===== config.mk =====
export PLATFORM = sky130hd
export DESIGN_NAME = strobe_watchdog
export DESIGN_NICKNAME = d
export VERILOG_FILES = /design/src/rtl/strobe_watchdog.sv
export SDC_FILE = /design/constraint.sdc
export NUM_CORES = 1
export LEC_CHECK = 0
export ABC_AREA = 1
export BUFFER_PORTS_ARGS = -buffer_cell sky130_fd_sc_hd__buf_4
export CAP_MARGIN = 5
export CORE_AREA = 2 2 55 57
export DETAILED_ROUTE_END_ITERATION = 6
export DIE_AREA = 0 0 57 59
export GPL_ROUTABILITY_DRIVEN = 1
export PLACE_DENSITY = 0.68
export SETUP_SLACK_MARGIN = 0.1
export SKIP_LAST_GASP = 1
export SLEW_MARGIN = 20
export SYNTH_ARGS = -nofsm -noshare
export SYNTH_HDL_FRONTEND = slang
export SYNTH_SLANG_ARGS = --single-unit

===== constraint.sdc =====
create_clock -name clk -period 3.89 [get_ports clk]
set_clock_uncertainty 0.05 [all_clocks]
set_input_delay 0.1945 -clock clk [delete_from_list [all_inputs] [get_ports clk]]
set_output_delay 0.1945 -clock clk [all_outputs]
set_load 0.01 [all_outputs]

===== src/rtl/strobe_watchdog.sv =====
module strobe_watchdog #(
  parameter int LIM_LOW  = 150,
  parameter int LIM_OPEN = 600,
  parameter int LIM_HIGH = 1200
) (
  input  logic       clk,
  input  logic       rst_n,
  input  logic       strobe_i,
  input  logic [1:0] win_sel_i,
  input  logic       rst_active_i,
  input  logic       tick_i,
  output logic       timeout_o
);
  localparam int MAX_LIM = (LIM_HIGH > LIM_OPEN) ?
                           ((LIM_HIGH > LIM_LOW) ? LIM_HIGH : LIM_LOW) :
                           ((LIM_OPEN > LIM_LOW) ? LIM_OPEN : LIM_LOW);
  localparam int CW = $clog2(MAX_LIM + 1);

  logic          s_meta, s_sync, s_prev;
  logic          strobe_fall;
  logic [CW-1:0] cnt_q, lim_q, sel_lim;
  logic          expire, restart, timeout_q;

  always_ff @(posedge clk or negedge rst_n)
    if (!rst_n) {s_meta, s_sync, s_prev} <= 3'b111;
    else        {s_meta, s_sync, s_prev} <= {strobe_i, s_meta, s_sync};

  assign strobe_fall = s_prev & ~s_sync;

  always_comb
    case (win_sel_i)
      2'b00:   sel_lim = CW'(LIM_LOW);
      2'b01:   sel_lim = CW'(LIM_OPEN);
      default: sel_lim = CW'(LIM_HIGH);
    endcase

  assign expire  = tick_i && (cnt_q == lim_q - CW'(1));
  assign restart = rst_active_i || strobe_fall || expire;

  always_ff @(posedge clk or negedge rst_n)
    if (!rst_n) begin
      cnt_q     <= '0;
      lim_q     <= CW'(LIM_HIGH);
      timeout_q <= 1'b0;
    end else begin
      timeout_q <= expire && !rst_active_i && !strobe_fall;
      if (restart) begin
        cnt_q <= '0;
        lim_q <= sel_lim;
      end else if (tick_i) begin
        cnt_q <= cnt_q + CW'(1);
      end
    end

  assign timeout_o = timeout_q;
endmodule


# Word level (Yosys, flattened, before mapping)
# Index checks and enable logic that the tools add are counted.
# classes
div	0
shifts	0
n_addsub	2
n_mux	3
magnitude_cmp	0
multipliers	0
n_eq_ne	2
bitwise	2
reduce_logical	9
# ops
operator	n
2-to-1 mux 11 bit	2
case mux 11 bit (2 select lines)	1
adder 11 x 1 -> 11 bit, second input constant	1
== test 11 bit	1
subtractor 11 x 1 -> 11 bit, second input constant	1
logical AND 1 bit	3
== test 2 x 1 -> 1 bit, second input constant	1
zero test 1 bit	2
zero test 2 bit	1
logical OR 1 bit	2
nonzero test 2 bit	1
bitwise AND 1 bit	1
inverter 1 bit	1
# totals
word_cells	24
n_memories	0
ramBits	0
latchBits	0
out_inout_bits	1
reg_bits	26
inputBits	7
rom_bits	0

# Depth between registers and ports, before layout
# depth
depth_word	5
mapped_depth	11
depth_no_buf	11

# Worst setup path before layout
# Ideal clock, no wire load.
# synth_timing
kind	reg2reg
startpoint	reg lim_q[9]
endpoint	reg cnt_q[7]
path_slack_ns	2.299
n_path_buf	1
synth_period_minus_slack_ns	1.591
path_stages_with_launch	12
t_arrival_ns	1.422
path_cell_list	dfrtp_1 > inv_1 > ha_1 > inv_1 > nand2_1 > nand2_1 > nand3_1 > nor2_1 > nand2_2 > nand2_4 > buf_6 > nor2_1
# synth_between
elab_chain_cells	5
word_cells_on_any_way	6
cone_classes	add/sub: 1; eq/ne: 1; mux: 1; reduce/logical: 3
# synth_rtl
element	line_no	rtl
from (decl)	21	logic [CW-1:0] cnt_q, lim_q, sel_lim;
from (signal assigned)	43	lim_q <= CW'(LIM_HIGH);
from (signal assigned)	49	lim_q <= sel_lim;
subtractor 11 x 1 -> 11 bit *	37	assign expire = tick_i && (cnt_q == lim_q - CW'(1));
== test 11 bit *	37	
logical AND 1 bit *	37	
logical OR 1 bit *	38	assign restart = rst_active_i || strobe_fall || expire;
2-to-1 mux 11 bit or nonzero test 2 bit (tied branches)	n/a	
to (signal assigned)	51	cnt_q <= cnt_q + CW'(1);
to (decl)	21	
# Mark *: on every way between the ends. The rest lies on a longest branch, timed or not.
# A chain may end at the register's enable or synchronous reset.

# Final worst setup path
# layout_timing
startpoint	reg lim_q[9]
endpoint	reg cnt_q[8]
# The elaborated chain is that of the path after synthesis.

==> run metrics <==
number of global-route vias before repair=870; combinational family with the most area after synthesis=simple AND/OR/NAND/NOR gates; Final Hold Fails=0; post-synthesis instance total=137; number of nets still failing antenna checks after routing=0; cell at the root of the clock tree=sky130_fd_sc_hd__clkbuf_4; RSZ-0062 raised after global routing=false; number of input and output port buffers inserted=7; actual transition at the worst max-transition pin=roughly 570 ps; die area=3360 um^2; utilization after layout=43.8%; Sequential Power Share=between 50% and 60%; biggest fanout along the worst timing path=15; category of the critical setup timing path=reg2reg; vias per cell=between 4 and 5; Worst Hold Class=in2reg; worst slew margin relative to its limit=62.0%; sum of buffers and inverters on the critical path=2; Gates resized, CTS repair=0; delay of the slowest cell on the worst path=430 ps; share of the synthesized area in compound gates (AO/OA/AOI/OAI)=2.32%; final critical path time including I/O delays and setup=between 1500 and 2000 ps; Switching Power=between 90 and 100 uW; area share of the largest cell type after synthesis=32.5%; weighted congestion at the end of routability-driven global placement=0.798; detailed-routing iteration count for the pre-antenna-repair pass=4; worst slack at placement=about 2200 ps; largest net degree at the start of global routing=20; H-tree lvl count=1; area inside the core boundary=2710 um^2; ordered list of cells on the worst path=inv_1 -> ha_1 -> inv_1 -> nand2_1 -> nand2_1 -> nand3_1 -> nor2_1 -> nand2_2 -> nand2_4 -> nor2_1; number of clock sinks seen by CTS=19; DP Cell Count=171; share of layout cells above drive strength 1=17.1%; post-CTS setup buffer count=0; fin nets=156; post-layout total power=360 uW; DRC viols=0; post-synthesis adder-cell area fraction=2.32%; Pint=265 uW; deepest clock path buffer count=2; arrival time worst endpoint=1820 ps; cell at the slowest stage of the critical path=sky130_fd_sc_hd__dfrtp_1; HPWL after detailed placement=~1500 um; number of buffers created by CTS=3; quantity of hold-fixing buffers added after cts=2; max-capacitance violation count=0; overall routing resource usage=13.8%; total number of vias=~860; Avg WL per Cell=roughly 11 um; Final Slew Violations=0; library cells used by synthesis=24; clock share of power=28.0%; final clock period utilization by the worst path=43.1%; Setup Viol. Count Final=0; Comb power frac=12.4%; upper clock frequency limit=596 MHz; largest area contributor in the synthesized netlist=sky130_fd_sc_hd__dfrtp_1; flops & latches, synth=19; later-pin clock latency in the skew report=310 ps; Layout Cells excl Fill=177; run status=finished, final reports clean; post-route worst setup slack=approximately 2200 ps; xor and xnor area share after synthesis=approximately 8.9%; number of I/O pins=8; overflow left after global routing=0; average cell area after synthesis=7.86 um^2; cell types with the largest area share after synthesis=sky130_fd_sc_hd__dfrtp_1, sky130_fd_sc_hd__dfstp_2, sky130_fd_sc_hd__nand2_1; most common library cell in the layout ignoring fill and taps=sky130_fd_sc_hd__nand2_1; power density over cell area=303 nW/um^2; share of synthesized cell area in and, or, nand and nor gates=between 30% and 40%; count of yosys warnings during synthesis=0; required time worst endpoint=around 4000 ps; number of fill cells=291; net count of the mapped netlist=146; proportion of synthesized chip area in sequential cells=~45%; Post-Synthesis Cell Area=1080 um^2; delay-heaviest family, CP=simple AND/OR/NAND/NOR gates; peak supply drop=0.155 mV; top library cells by usage in the layout, fill and taps aside=sky130_fd_sc_hd__nand2_1, sky130_fd_sc_hd__nor2_1, sky130_fd_sc_hd__inv_1; horizontal die dimension=57 um; y dimension of the die=59 um; number of diodes added for antenna fixing=0; switching power share of the total=26.3%; Crit. End Element=register; share of synthesized area spent on multiplexers=less than 1%; P_leak=0.000548 uW; Routed WL=1940 um; number of antenna violations at the first check in global routing=0; first-pass GRT wire length=3630 um; starting DRC count in detailed routing=23; setup tns final=0 ps; count of standard-cell rows=19; effective utilization at floorplan=39.8%; clock tree from TritonCTS=built; startpoint type of the worst setup path=register; CTS clk-pin slew, worst paths=120 ps; area grow syn2layout=10.2%
-- sequential cells by signal, summed over array words and instances, names as in the netlist --
signal and cells:
lim_q 4, cnt_q 11, timeout_o 1, s_meta 1, s_sync 1, s_prev 1
-- area by class of cell --
cell class | instances | area (um^2) | share of cell area, %
flip-flops and latches | 19 | 482 | 40.6
inverters | 16 | 60.1 | 5.06
clock inverters | 1 | 5.00 | 0.421
well taps | 31 | 38.8 | 3.27
repair buffers | 9 | 72.6 | 6.11
multi-input cells | 98 | 507 | 42.7
clock buffers | 3 | 22.5 | 1.90
-- synth_stat cells --
library cell,instances
sky130_fd_sc_hd__dfstp_2,5
sky130_fd_sc_hd__xnor2_1,6
sky130_fd_sc_hd__nand2_2,1
sky130_fd_sc_hd__buf_4,1
sky130_fd_sc_hd__nand2_1,34
sky130_fd_sc_hd__mux2i_1,1
sky130_fd_sc_hd__inv_2,1
sky130_fd_sc_hd__or2_2,1
sky130_fd_sc_hd__nand2_4,1
sky130_fd_sc_hd__nor2_2,5
sky130_fd_sc_hd__nor3_1,3
sky130_fd_sc_hd__dfrtp_1,14
sky130_fd_sc_hd__o21ai_0,1
sky130_fd_sc_hd__nor2_1,21
sky130_fd_sc_hd__inv_1,15
sky130_fd_sc_hd__a21oi_1,2
sky130_fd_sc_hd__ha_1,2
sky130_fd_sc_hd__buf_2,1
sky130_fd_sc_hd__nand3_1,11
sky130_fd_sc_hd__o211a_1,1
sky130_fd_sc_hd__nand4_1,3
sky130_fd_sc_hd__buf_6,1
sky130_fd_sc_hd__clkbuf_2,1
sky130_fd_sc_hd__xor2_1,5
-- final timing paths --
kind | slack (ps) | endpoint | from | depth (start not counted)
worst max-delay path | 2210 | cnt_q[8]$_DFFE_PN0P_ | lim_q[9]$_DFFE_PN0P_ | 10
worst min register to register | 320 | s_sync$_DFF_PN1_ | s_meta$_DFF_PN1_ | 0
worst min-delay path | 50 | lim_q[5]$_DFFE_PN1P_ | win_sel_i[1] | 3
min in group asynchronous | 230 | cnt_q[9]$_DFFE_PN0P_ | rst_n | 2
max in group asynchronous | 3300 | s_prev$_DFF_PN1_ | rst_n | 2
worst max register to register | 2210 | cnt_q[8]$_DFFE_PN0P_ | lim_q[9]$_DFFE_PN0P_ | 10
-- per-stage QoR --
stage | hold WS, ps | area [um^2]
5_1_grt | 43.8 | 1190
3_5_place_dp | 31.7 | 1140
2_1_floorplan | -151 | 1080
6_report | 48.1 | 1190
3_3_place_gp | 26.9 | 1140
4_1_cts | 39.8 | 1190
-- worst min-delay path, stage by stage --
cell	delay, ps
sky130_fd_sc_hd__buf_4	120
sky130_fd_sc_hd__nand2_1	60
sky130_fd_sc_hd__nand2_1	50
-- layer usage --
metal	track usage [%]	vias up	part of all wire, %
met5	0	-	0
met4	6.31	0	2.0
met3	2.18	4	2.2
met2	23.2	7	48
met1	17.5	412	47
li1	-	438	-
-- kinds of logic after synthesis --
group,Yosys count
AO/OA/AOI/OAI,4
XOR/XNOR,11
adder cells (fa/ha/maj),2
buffers and inverters,20
flip-flops,19
multiplexers,1
AND/OR/NAND/NOR,80
-- power groups by stage --
stage	clock [uW]	sequential [uW]	combinational, uW
final	101	214	44.7
after detailed placement	0	218	43.8
after global routing	111	216	52.7
after floorplan	0	215	34.3
after CTS	105	214	45.6
after global placement	0	218	42.6
No activity file was read; power rests on OpenSTA's default activity.
